`src/rtl/colbyp_pkg.sv`:
```
package colbyp_pkg;
  // Strobes handed from control to datapath each cycle.
  typedef struct packed {
    logic capture;  // load the result registers this cycle
    logic recode;   // multiplicand is all ones: use signed-digit path
  } ctrlStrobes_t;
endpackage

```
`src/rtl/colbyp_cell.sv`:
```
// Gated adder cell of the array. With en low the adder sees only zeros,
// the carry-out is held at zero and the incoming sum passes straight down.
module colbyp_cell #(
  parameter bit HALF = 1'b0  // row with no live carry input
) (
  input  logic en,
  input  logic ppIn,
  input  logic sumIn,
  input  logic carryIn,
  output logic sumOut,
  output logic carryOut
);
  logic gatedPp;
  logic gatedSum;
  logic addSum;
  logic addCarry;

  assign gatedPp  = ppIn & en;
  assign gatedSum = sumIn & en;

  generate
    if (HALF) begin : g_half
      logic unusedCarry;
      assign unusedCarry = carryIn;
      assign addSum   = gatedPp ^ gatedSum;
      assign addCarry = gatedPp & gatedSum;
    end else begin : g_full
      logic gatedCarry;
      assign gatedCarry = carryIn & en;
      assign addSum   = gatedPp ^ gatedSum ^ gatedCarry;
      assign addCarry = (gatedPp & gatedSum) | (gatedPp & gatedCarry) |
                        (gatedSum & gatedCarry);
    end
  endgenerate

  assign sumOut   = en ? addSum : sumIn;
  assign carryOut = en ? addCarry : 1'b0;
endmodule

```
`src/rtl/colbyp_ctrl.sv`:
```
module colbyp_ctrl
  import colbyp_pkg::*;
#(
  parameter int WIDTH = 8
) (
  input  logic             clk,
  input  logic             rstN,
  input  logic             validIn,
  input  logic [WIDTH-1:0] multiplicand,
  output ctrlStrobes_t     strobes,
  output logic             validOut
);
  logic allOnes;

  assign allOnes         = &multiplicand;
  assign strobes.capture = validIn;
  assign strobes.recode  = validIn & allOnes;

  always_ff @(posedge clk or negedge rstN) begin
    if (!rstN) validOut <= 1'b0;
    else       validOut <= validIn;
  end


  valid_follows_chk: assert property (@(posedge clk) disable iff (!rstN)
    validIn |=> validOut);

  valid_idle_chk: assert property (@(posedge clk) disable iff (!rstN)
    !validIn |=> !validOut);
endmodule

```
`src/rtl/colbyp_datapath.sv`:
```
module colbyp_datapath
  import colbyp_pkg::*;
#(
  parameter int WIDTH = 8
) (
  input  logic               clk,
  input  logic               rstN,
  input  ctrlStrobes_t       strobes,
  input  logic [WIDTH-1:0]   multiplicand,
  input  logic [WIDTH-1:0]   multiplier,
  output logic [2*WIDTH-1:0] product,
  output logic [WIDTH:0]     colEn
);
  localparam int PW = 2 * WIDTH;

  // Operand seen by the array: in recode mode only the -1 digit at
  // weight 2^0 is applied, so the array yields the multiplier itself.
  logic [WIDTH-1:0] arrayA;
  assign arrayA = strobes.recode ? {{(WIDTH-1){1'b0}}, 1'b1} : multiplicand;

  // sumRow[i][j]: sum leaving cell (i,j), weight i+j; index WIDTH is zero.
  // carryRow[i][j]: carry leaving cell (i,j), weight i+j+1.
  logic [WIDTH-1:0][WIDTH:0]   sumRow;
  logic [WIDTH-1:0][WIDTH-1:0] carryRow;

  genvar gi, gj;
  generate
    for (gj = 0; gj < WIDTH; gj++) begin : g_row0
      assign sumRow[0][gj]   = arrayA[gj] & multiplier[0];
      assign carryRow[0][gj] = 1'b0;
    end
    assign sumRow[0][WIDTH] = 1'b0;

    for (gi = 1; gi < WIDTH; gi++) begin : g_rows
      assign sumRow[gi][WIDTH] = 1'b0;
      for (gj = 0; gj < WIDTH; gj++) begin : g_cols
        colbyp_cell #(.HALF(gi == 1)) cell_i (
          .en      (arrayA[gj]),
          .ppIn    (arrayA[gj] & multiplier[gi]),
          .sumIn   (sumRow[gi-1][gj+1]),
          .carryIn (carryRow[gi-1][gj]),
          .sumOut  (sumRow[gi][gj]),
          .carryOut(carryRow[gi][gj])
        );
      end
    end
  endgenerate

  // Low half: bit i leaves the array at cell (i,0).
  logic [WIDTH-1:0] lowBits;
  generate
    for (gi = 0; gi < WIDTH; gi++) begin : g_low
      assign lowBits[gi] = sumRow[gi][0];
    end
  endgenerate

  // High half: merge the last row's sums and carries.
  logic [WIDTH:0] hiSum;
  assign hiSum = {1'b0, sumRow[WIDTH-1][WIDTH:1]} + {1'b0, carryRow[WIDTH-1]};

  logic [PW-1:0] arrayProd;
  assign arrayProd = {hiSum[WIDTH-1:0], lowBits};

  logic [PW-1:0]  prodNext;
  logic [WIDTH:0] colNext;
  assign prodNext = strobes.recode ?
                    ({multiplier, {WIDTH{1'b0}}} - arrayProd) : arrayProd;
  assign colNext  = strobes.recode ?
                    {1'b1, {(WIDTH-1){1'b0}}, 1'b1} : {1'b0, multiplicand};

  always_ff @(posedge clk or negedge rstN) begin
    if (!rstN) begin
      product <= '0;
      colEn   <= '0;
    end else if (strobes.capture) begin
      product <= prodNext;
      colEn   <= colNext;
    end
  end


  no_overflow_chk: assert property (@(posedge clk) disable iff (!rstN)
    strobes.capture |-> (hiSum[WIDTH] == 1'b0));

  array_prod_chk: assert property (@(posedge clk) disable iff (!rstN)
    (strobes.capture && !strobes.recode) |=>
      (product == PW'($past(multiplicand)) * PW'($past(multiplier))));

  recode_prod_chk: assert property (@(posedge clk) disable iff (!rstN)
    strobes.recode |=>
      (product == ({$past(multiplier), {WIDTH{1'b0}}} -
                   {{WIDTH{1'b0}}, $past(multiplier)})));

  recode_cols_chk: assert property (@(posedge clk) disable iff (!rstN)
    strobes.recode |=> ($countones(colEn) == 2 && colEn[WIDTH] && colEn[0]));

  hold_result_chk: assert property (@(posedge clk) disable iff (!rstN)
    !strobes.capture |=> ($stable(product) && $stable(colEn)));
endmodule

```
`src/rtl/colbyp_mult.sv`:
```
module colbyp_mult
  import colbyp_pkg::*;
#(
  parameter int WIDTH = 8
) (
  input  logic               clk,
  input  logic               rstN,
  input  logic               validIn,
  input  logic [WIDTH-1:0]   multiplicand,
  input  logic [WIDTH-1:0]   multiplier,
  output logic               validOut,
  output logic [2*WIDTH-1:0] product,
  output logic [WIDTH:0]     colEn
);
  ctrlStrobes_t strobes;

  colbyp_ctrl #(.WIDTH(WIDTH)) ctrl_i (
    .clk         (clk),
    .rstN        (rstN),
    .validIn     (validIn),
    .multiplicand(multiplicand),
    .strobes     (strobes),
    .validOut    (validOut)
  );

  colbyp_datapath #(.WIDTH(WIDTH)) dp_i (
    .clk         (clk),
    .rstN        (rstN),
    .strobes     (strobes),
    .multiplicand(multiplicand),
    .multiplier  (multiplier),
    .product     (product),
    .colEn       (colEn)
  );
endmodule

```
`config.mk`:
```
export PLATFORM = sky130hd
export DESIGN_NAME = colbyp_mult
export DESIGN_NICKNAME = d
export VERILOG_FILES = /design/src/rtl/colbyp_pkg.sv /design/src/rtl/colbyp_cell.sv /design/src/rtl/colbyp_ctrl.sv /design/src/rtl/colbyp_datapath.sv /design/src/rtl/colbyp_mult.sv
export SDC_FILE = /design/constraint.sdc
export NUM_CORES = 1
export LEC_CHECK = 0
export ABC_AREA = 1
export BUFFER_PORTS_ARGS = -buffer_cell sky130_fd_sc_hd__buf_2
export CAP_MARGIN = 30
export CORE_ASPECT_RATIO = 1.75
export CORE_MARGIN = 2
export CORE_UTILIZATION = 66
export CTS_CLUSTER_SIZE = 14
export DETAILED_ROUTE_END_ITERATION = 10
export GPL_ROUTABILITY_DRIVEN = 0
export PLACE_DENSITY = 0.95
export SYNTH_ARGS = -nofsm -noshare
export SYNTH_HDL_FRONTEND = slang
export SYNTH_SLANG_ARGS = --single-unit
export TNS_END_PERCENT = 30
```
`constraint.sdc`:
```
create_clock -name clk -period 1.2 [get_ports clk]
set_input_delay 0 -clock clk [delete_from_list [all_inputs] [get_ports clk]]
set_output_delay 0 -clock clk [all_outputs]
set_load 0.02 [all_outputs]
```
==> impl_summary.log, run 1 <==
INFO  metric number_of_instances_in_the_synthesized_netlist = 699
INFO  metric numCtsBuffers = 3
INFO  metric synth.top_cells.by_area = sky130_fd_sc_hd__fa_1, sky130_fd_sc_hd__dfrtp_1, sky130_fd_sc_hd__nand2_1
INFO  metric top_area_cell_type_share_of_the_netlist_area = 18.9%
INFO  metric boundaryPins = 45
INFO  metric cts-root-buf = sky130_fd_sc_hd__clkbuf_16
INFO  metric grt_first_pass_wirelength = 45700 um
INFO  metric ys_seq_area_share = 14.3%
INFO  metric die-width = 66.8 um
INFO  metric lastStage = 5_1_grt
INFO  metric synth_edf_count = 0
INFO  metric synth.largest_area_cell = sky130_fd_sc_hd__fa_1
INFO  metric synth_nets = 781
INFO  metric netlist-cell-type-count = 40
INFO  metric grt_pass1_vias = 7861
INFO  metric row_count = 40
INFO  metric groute.usage.overall = 81.0%
INFO  metric initial_utilization = 67.3%
INFO  metric grt_overflow = 141
INFO  metric status = aborted with a tool error
INFO  metric syn_area = 4550 um^2
INFO  metric mean_syn_cell_area = 6.51 um^2
INFO  metric largest_net_degree_at_the_start_of_global_routing = 30
INFO  metric cts_max_level = 1
INFO  metric yosysWarningCount = 0
INFO  metric cts.path.max_buffers = 2
INFO  metric io_buffers = 44
INFO  metric tritoncts_num_sinks = 26
INFO  metric chipHeight = 114 um
INFO  metric post_synth_top_flop = sky130_fd_sc_hd__dfrtp_1
INFO  metric postSynthRegisterBits = 26
INFO  metric fraction_of_registers_with_async_set_or_reset_after_synthesis = 100%
INFO  metric tool.error = [ERROR GRT-0116] Global routing finished with congestion. Check the congestion regions in the DRC Viewer.
INFO  metric hpwl_after_detailed_placement = 13900 um
## metrics by stage
stage / hold slack [ps] / instance area (um^2) / cells / worst slack [ps]
4_1_cts: 89.8 / 6440 / 963 / -6340
3_5_place_dp: 22.5 / 5940 / 943 / -6920
3_3_place_gp: 5.16 / 5940 / 943 / -6330
2_1_floorplan: -296 / 4710 / 699 / -6460
## kinds of logic after synthesis
| family | Yosys count | share of synthesized area [%] |
|---|---|---|
| simple gates | 379 | 37.9 |
| buf+inv | 152 | 13.3 |
| compound gates | 71 | 8.55 |
| fa+ha+maj | 63 | 24.4 |
| flops | 26 | 14.3 |
| xor+xnor | 8 | 1.54 |
## metal layers
layer  GRT overflow  global-route usage [%]
met4             63                    94.8
met3              2                    57.1
met1              1                    78.0
met2             75                     100
met5              0                    6.62
## cell usage after synthesis (3+ instances only)
library cell	number
sky130_fd_sc_hd__a21oi_1	21
sky130_fd_sc_hd__buf_1	3
sky130_fd_sc_hd__buf_2	4
sky130_fd_sc_hd__buf_6	3
sky130_fd_sc_hd__clkbuf_1	20
sky130_fd_sc_hd__clkinv_1	3
sky130_fd_sc_hd__dfrtp_1	26
sky130_fd_sc_hd__fa_1	43
sky130_fd_sc_hd__ha_1	20
sky130_fd_sc_hd__inv_1	108
sky130_fd_sc_hd__inv_2	9
sky130_fd_sc_hd__nand2_1	149
sky130_fd_sc_hd__nand2_2	11
sky130_fd_sc_hd__nand2_4	3
sky130_fd_sc_hd__nand3_1	36
sky130_fd_sc_hd__nand3_2	16
sky130_fd_sc_hd__nor2_1	125
sky130_fd_sc_hd__nor2_2	6
sky130_fd_sc_hd__nor3_1	11
sky130_fd_sc_hd__o21ai_0	27
sky130_fd_sc_hd__o21ai_1	9
sky130_fd_sc_hd__o31ai_1	6
sky130_fd_sc_hd__or2_2	11
sky130_fd_sc_hd__xor2_1	6
## what timing repair did
action	4_1_cts
gates resized for setup	68
cloned	0
buffers inserted	15
endpoints found under the setup margin	16
pin swaps	50
hold buffers	1
hold endpoints to repair	26
==> run 2, diff against run 1 <==
CORE_ASPECT_RATIO = unset   (was 1.75)
CORE_UTILIZATION = 40   (was 66)
CTS_CLUSTER_SIZE = unset   (was 14)
PLACE_DENSITY = unset   (was 0.95)
PLACE_DENSITY_LB_ADDON = 0.15   (was unset)
==> run 2 against run 1 <==
The flow now finishes, with violations (setup timing). Area after synthesis unchanged. Synthesized cell count unchanged.
==> impl_summary.log, run 2 <==
INFO  metric regMostFlops = dp_i.product
INFO  metric tightest_slew = 564 ps
INFO  metric fin_setup_tns = -65220 ps
INFO  metric crit_fanout = 7
INFO  metric finish.cell_count_without_fillers = 1030
INFO  metric wl = 13600 um
INFO  metric core-area = 11000 um^2
INFO  metric top_registers = dp_i.product (16), dp_i.colEn (9), ctrl_i.validOut (1)
INFO  metric timing.critical_path.to_type = flop
INFO  metric p_leak = 3.47 nW
INFO  metric boundaryPins = 45 (unchanged)
INFO  metric fill_cells = 1026
INFO  metric final_period_minus_worst_setup_slack = 7320 ps
INFO  metric remaining_drc_errors = 0
INFO  metric worstSetupPathType = primary input to flop
INFO  metric synth.largest_area_cell = sky130_fd_sc_hd__fa_1 (unchanged)
INFO  metric wl_per_cell = 13.2 um
INFO  metric grt_pass1_vias = 4838
INFO  metric worstSkewPairLatency = 260 ps
INFO  metric cts_tree = yes
INFO  metric mean_syn_cell_area = 6.51 um^2 (unchanged)
INFO  metric synth_nets = 781 (unchanged)
INFO  metric setup.worst_path.start_class = primary input
INFO  metric post_drt_via_cell_ratio = 4.80
INFO  metric max_freq = 137 MHz
INFO  metric die-width = 111 um (was 66.8 um)
INFO  metric cts_max_level = 1 (unchanged)
INFO  metric most_frequent_cells_in_the_layout = sky130_fd_sc_hd__buf_4, sky130_fd_sc_hd__nand2_1, sky130_fd_sc_hd__nor2_1
INFO  metric largest_net_degree_at_the_start_of_global_routing = 30
INFO  metric row_count = 38 (was 40)
INFO  metric grt_overflow = 0
INFO  metric clock_skew = 0 ps
INFO  metric groute.usage.overall = 22.2%
INFO  metric regArea = 651 um^2
INFO  metric top_area_cell_type_share_of_the_netlist_area = 18.9% (unchanged)
INFO  metric report.final.hold_viol_count = 0
INFO  metric worst_path_most_repeated_cell = sky130_fd_sc_hd__nand2_1
INFO  metric status = finished with violations (was aborted with a tool error)
INFO  metric syn_area = 4550 um^2 (unchanged)
INFO  metric synth.top_cells.by_area = sky130_fd_sc_hd__fa_1, sky130_fd_sc_hd__dfrtp_1, sky130_fd_sc_hd__nand2_1 (unchanged)
INFO  metric cts-root-buf = sky130_fd_sc_hd__clkbuf_16 (unchanged)
INFO  metric timing_max_transition_violations_final = 0
INFO  metric multiInputGateArea = 3590 um^2
INFO  metric io_buffers = 44 (unchanged)
INFO  metric final.period_utilization = 610%
INFO  metric total_power = 0.00475 W
INFO  metric num-nets-final = 973
INFO  metric ys_seq_area_share = 14.3% (unchanged)
INFO  metric holdCritPathClass = primary input to flop
INFO  metric netlist-cell-type-count = 40 (unchanged)
INFO  metric place_inst = 1004 (was 943)
INFO  metric postSynthRegisterBits = 26 (unchanged)
INFO  metric vdd_ir_drop_max = 1.11 mV
INFO  metric hpwl_after_detailed_placement = 10800 um (was 13900 um)
INFO  metric worst_ep_required_time = 1360 ps
INFO  metric via_count = 4947
INFO  metric final_util = 60.1%
INFO  metric final_antenna_net_count = 0
INFO  metric grt_first_pass_wirelength = 22400 um
INFO  metric layout-drive-gt1-share = 40.1%
INFO  metric cpMaxStageDelayCell = sky130_fd_sc_hd__fa_2
INFO  metric syn2layout_area_growth = 45.0%
INFO  metric cts.path.max_buffers = 2 (unchanged)
INFO  metric setup-violations-final = 15
INFO  metric post_synth_top_flop = sky130_fd_sc_hd__dfrtp_1 (unchanged)
INFO  metric synth_edf_count = 0 (unchanged)
INFO  metric failed_checks = setup timing
INFO  metric fraction_of_registers_with_async_set_or_reset_after_synthesis = 100% (unchanged)
INFO  metric yosys-top-cells-count = sky130_fd_sc_hd__nand2_1, sky130_fd_sc_hd__nor2_1, sky130_fd_sc_hd__inv_1, sky130_fd_sc_hd__fa_1, sky130_fd_sc_hd__nand3_1 (unchanged)
INFO  metric synthMostInstantiatedCell = sky130_fd_sc_hd__nand2_1 (unchanged)
INFO  metric yosysWarningCount = 0 (unchanged)
INFO  metric final_common_cell = sky130_fd_sc_hd__buf_4
INFO  metric arrival = 7480 ps
INFO  metric largest_register_ffs = 16
INFO  metric slew_headroom = 62.4%
INFO  metric chipHeight = 111 um (was 114 um)
INFO  metric grt_setup_unrepaired = yes
INFO  metric detail_route.iter0.violations = 224
INFO  metric fp.dieArea = 12200 um^2
INFO  metric numCtsBuffers = 3 (unchanged)
INFO  metric tritoncts_num_sinks = 26 (unchanged)
INFO  metric initial_utilization = 41.4% (was 67.3%)
INFO  metric final.setup.worst_slack = -6120 ps
INFO  metric worst_setup_hold_path_clk_slew = 60 ps
INFO  metric max_cap_viol_count = 0
INFO  metric finalHoldWorstSlack = 86.1 ps
INFO  metric antenna_violations_before_repair = 0
INFO  metric firstDrtPassIters = 4
INFO  metric critPathMaxStageDelay = 530 ps
INFO  metric power.density = 721 nW/um^2
INFO  metric number_of_instances_in_the_synthesized_netlist = 699 (unchanged)
INFO  metric antenna-diode-count = 0
## run 2: final cells by class
class                   count  area share (%)
flip-flops and latches     26            9.86
well taps                 140            2.66
clock buffers               4            1.35
repair buffers            218            24.7
inverters                 121            6.92
multi-input cells         521            54.5
## run 2: worst paths after layout
kind                             startpoint          endpoint  slack (ps)  depth (start not counted)
max in group asynchronous              rstN   dp_i.product[2]         550                          2
min in group asynchronous              rstN   dp_i.product[3]         280                          2
min                                 validIn   ctrl_i.validOut          90                          2
max reg2reg                 dp_i.product[1]   dp_i.product[1]         550                          2
max                         multiplicand[2]  dp_i.product[15]       -6120                         48
min reg2reg                dp_i.product[10]  dp_i.product[10]         480                          2
## run 2: cell families after synthesis
logic type	count (synthesis)	synth area share (%)
DFF	26	14.3
and+or+nand+nor	379	37.9
buffers and inverters	152	13.3
adders and majority gates	63	24.4
xor gates and xnor gates	8	1.54
AOI/OAI and AO/OA	71	8.55
## run 2: timing repair
action | CTS | global route
resized for setup | 38 | 46
pin swaps | 41 | 32
endpoints found under the setup margin | 16 | 16
setup buffers | 23 | 7
hold buffers | 1 | 0
hold endpoints to repair | 26 | 0
## run 2: worst max-delay path, delay by kind of cell
family	cells	cell delay, ps
buffers and inverters	5	330
AND/OR/NAND/NOR	26	2570
adder cells (fa/ha/maj)	10	3580
AO/OA/AOI/OAI	7	940
## run 2: metal layers
metal | GRT usage (%) | up-vias | wire, um
li1 | - | 2516 | -
met2 | 40.1 | 96 | 6950
met4 | 6.83 | 0 | 339
met1 | 28.7 | 2308 | 5980
met3 | 0.878 | 27 | 327
met5 | 0 | - | 0
## run 2: per-stage QoR
step                area (um^2)  setup slack, ps
floorplan                  4710            -6460
global placement           6060            -6420
detailed placement         6060            -6600
CTS                        6440            -6050
global route               6600            -6630
finish                     6600            -6120
## run 2: where the power goes
group | internal (W) | switching [W] | leakage, nW
Combinational | 0.00135 | 0.00158 | 3.10
Clock | 0.000510 | 0.000288 | 0.0442
Sequential | 0.000979 | 0.0000503 | 0.325
(Power assumes the default switching activity.)
==> run 3, diff against run 2 <==
BUFFER_PORTS_ARGS = unset   (was -buffer_cell sky130_fd_sc_hd__buf_2)
DONT_BUFFER_PORTS = 1   (was unset)
==> run 3 against run 2 <==
Setup slack better by 230 ps. Final cell count down 5.8%. Largest cell class unchanged. Maximum frequency up 3.2%. The run still ends with setup timing left. Via count down 5.0%. First-iteration DRC count down 39%. Cell area down 3.5%. Total power down 2.3%.
==> impl_summary.log, run 3 (synthesis gave the netlist of run 2 again) <==
INFO  metric antenna-diode-count = 0 (unchanged)
INFO  metric final.setup.worst_slack = -5890 ps (was -6120 ps)
INFO  metric met3_usage = 2.85% (was 0.878%)
INFO  metric internal-power = 0.00280 W (was 0.00283 W)
INFO  metric max_cap_viol_count = 0 (unchanged)
INFO  metric top_registers = dp_i.product (16), dp_i.colEn (9), ctrl_i.validOut (1) (unchanged)
INFO  metric row_count = 38 (unchanged)
INFO  metric regArea = 651 um^2 (unchanged)
INFO  metric power.switching_fraction = 39.7% (was 40.4%)
INFO  metric post_drt_via_cell_ratio = 4.84 (was 4.80)
INFO  metric largest_net_degree_at_the_start_of_global_routing = 30 (unchanged)
INFO  metric slew_headroom = 64.8% (was 62.4%)
INFO  metric tritoncts_num_sinks = 26 (unchanged)
INFO  metric initial_utilization = 41.4% (unchanged)
INFO  metric report.final.hold_viol_count = 0 (unchanged)
INFO  metric cts_tree = yes (unchanged)
INFO  metric holdCritPathClass = primary input to flop (unchanged)
INFO  metric antenna_violations_before_repair = 0 (unchanged)
INFO  metric min_delay_worst_endpoint = dp_i.colEn[0] (was ctrl_i.validOut)
INFO  metric setup.worst_path.start_class = primary input (unchanged)
INFO  metric multiInputGateArea = 3720 um^2 (was 3590 um^2)
INFO  metric chipHeight = 111 um (unchanged)
INFO  metric cpMaxStageDelayCell = sky130_fd_sc_hd__fa_2 (unchanged)
INFO  metric arrival = 7240 ps (was 7480 ps)
INFO  metric pwr-share-seq = 25.4% (was 21.6%)
INFO  metric grt_setup_unrepaired = yes (unchanged)
INFO  metric worstSetupPathType = primary input to flop (unchanged)
INFO  metric use_met2 = 37.7% (was 40.1%)
INFO  metric grt_pass1_vias = 4708 (was 4838)
INFO  metric cts_max_level = 1 (unchanged)
INFO  metric firstDrtPassIters = 5 (was 4)
INFO  metric status = finished with violations (unchanged)
INFO  metric layout-drive-gt1-share = 37.8% (was 40.1%)
INFO  metric tightest_slew = 526 ps (was 564 ps)
INFO  metric worst_ep_required_time = 1350 ps (was 1360 ps)
INFO  metric finalHoldWorstSlack = 26.2 ps (was 86.1 ps)
INFO  metric die-width = 111 um (unchanged)
INFO  metric core-area = 11000 um^2 (unchanged)
INFO  metric failed_checks = setup timing (unchanged)
INFO  metric crit-reg2reg-launch = dp_i.product[6] (was dp_i.product[1])
INFO  metric boundaryPins = 45 (unchanged)
INFO  metric groute.usage.overall = 20.8% (was 22.2%)
INFO  metric detail_route.iter0.violations = 136 (was 224)
INFO  metric worst_setup_hold_path_clk_slew = 60 ps (about the same)
INFO  metric regToRegEndpoint = dp_i.product[6] (was dp_i.product[1])
INFO  metric crit_fanout = 5 (was 7)
INFO  metric ff2ff_path_depth = 2 (unchanged)
INFO  metric max_freq = 141 MHz (was 137 MHz)
INFO  metric clockPowerShare = 16.9% (was 16.8%)
INFO  metric setup-violations-final = 15 (unchanged)
INFO  metric use_met1 = 25.5% (was 28.7%)
INFO  metric min_path_cells = 3 (was 2)
INFO  metric cts-root-buf = sky130_fd_sc_hd__clkbuf_16 (unchanged)
INFO  metric share_comb_of_total_power = 57.7% (was 61.6%)
INFO  metric worst_path_most_repeated_cell = sky130_fd_sc_hd__nand2_1 (unchanged)
INFO  metric regMostFlops = dp_i.product (unchanged)
INFO  metric via_count = 4698 (was 4947)
INFO  metric num-nets-final = 913 (was 973)
INFO  metric p_leak = 3.21 nW (was 3.47 nW)
INFO  metric vdd_ir_drop_max = 0.928 mV (was 1.11 mV)
INFO  metric largest_register_ffs = 16 (unchanged)
INFO  metric clock_skew = 0 ps (unchanged)
INFO  metric critPathMaxStageDelay = 470 ps (was 530 ps)
INFO  metric rrSetupSlack = 410 ps (was 550 ps)
INFO  metric power_switching = 0.00185 W (was 0.00192 W)
INFO  metric final_common_cell = sky130_fd_sc_hd__buf_4 (unchanged)
INFO  metric detailedPlace.worstSlack = -6630 ps (was -6600 ps)
INFO  metric globalRoute.busiestLayer = met2 (unchanged)
INFO  metric syn2layout_area_growth = 39.9% (was 45.0%)
INFO  metric grt_first_pass_wirelength = 21500 um (was 22400 um)
INFO  metric design_area = 6360 um^2 (was 6600 um^2)
INFO  metric timing.hold.worst.start = validIn (unchanged)
INFO  metric final_util = 57.9% (was 60.1%)
INFO  metric grt_overflow = 0 (unchanged)
INFO  metric hpwl_after_detailed_placement = 10300 um (was 10800 um)
INFO  metric wl = 13000 um (was 13600 um)
INFO  metric timing_max_transition_violations_final = 0 (unchanged)
INFO  metric detailed_place.area = 5640 um^2 (was 6060 um^2)
INFO  metric most_frequent_cells_in_the_layout = sky130_fd_sc_hd__buf_4, sky130_fd_sc_hd__nand2_1, sky130_fd_sc_hd__nor2_1 (unchanged)
INFO  metric wl_per_cell = 13.4 um (was 13.2 um)
INFO  metric power.density = 730 nW/um^2 (was 721 nW/um^2)
INFO  metric final_period_minus_worst_setup_slack = 7090 ps (was 7320 ps)
INFO  metric worstSkewPairLatency = 250 ps (was 260 ps)
INFO  metric timing.critical_path.to_type = flop (unchanged)
INFO  metric io_buffers = 0 (was 44)
INFO  metric final_antenna_net_count = 0 (unchanged)
INFO  metric fill_cells = 1008 (was 1026)
INFO  metric total_power = 0.00465 W (was 0.00475 W)
INFO  metric numCtsBuffers = 3 (unchanged)
INFO  metric final.period_utilization = 591% (was 610%)
INFO  metric remaining_drc_errors = 0 (unchanged)
INFO  metric cts.path.max_buffers = 2 (unchanged)
INFO  metric fp.dieArea = 12200 um^2 (unchanged)
## run 3: cell types whose count changed in the layout (fill, tap and decap cells not counted), moves of 4 or more
cell | previous run | this run
sky130_fd_sc_hd__ha_4 | 1 | 5
sky130_fd_sc_hd__buf_2 | 38 | 0
sky130_fd_sc_hd__o21ai_2 | 6 | 12
sky130_fd_sc_hd__buf_4 | 165 | 145
## run 3: how the worst max path moves through the flow
stage                     from               end  slack (ps)  cells past startpoint
3_3_place_gp   multiplicand[0]  dp_i.product[15]       -6400                     49
6_report       multiplicand[5]  dp_i.product[15]       -5890                     49
3_5_place_dp   multiplicand[0]  dp_i.product[15]       -6630                     49
5_1_grt        multiplicand[5]  dp_i.product[15]       -6300                     48
4_1_cts        multiplicand[3]  dp_i.product[15]       -5880                     48
2_1_floorplan  multiplicand[6]  dp_i.product[15]       -6460                     50
## run 3: power groups by stage
stage	Sequential (W)	Clock (W)	Combinational [W]
final	0.00118	0.000786	0.00268
after global routing	0.00119	0.000837	0.00299
after CTS	0.00118	0.000799	0.00248
after detailed placement	0.00120	0	0.00216
after global placement	0.00119	0	0.00211
after floorplan	0.00118	0	0.00139
## run 3: area by class of cell
type,count,area share [%]
timing repair buffer,158,19.9
multi-input combinational,521,58.5
sequential,26,10.2
clock buffer,4,1.40
tap,140,2.75
inverter,121,7.20
## run 3: layer usage
metal | wire length, um | up-vias
met3 | 491 | 25
met4 | 301 | 0
met5 | 0 | -
li1 | - | 2401
met1 | 5720 | 2175
met2 | 6520 | 97
## run 3: metrics by stage
step,TNS (ps),std cells
floorplan,-67290,699
global placement,-67830,935
detailed placement,-70160,935
CTS,-62970,967
global route,-67660,970
finish,-63640,970
## run 3: critical path, delay by kind of cell
kind / cells / cell delay (ps)
and+or+nand+nor: 24 / 2240
adders and majority gates: 10 / 3500
buffers and inverters: 9 / 810
AOI/OAI and AO/OA: 6 / 680
## run 3: what timing repair did
action | 4_1_cts | 5_1_grt
buffers inserted | 26 | 10
gates resized for setup | 49 | 55
pin swaps | 44 | 55
hold buffers | 3 | 0
endpoints found under the hold margin | 35 | 0
endpoints found under the setup margin | 15 | 16
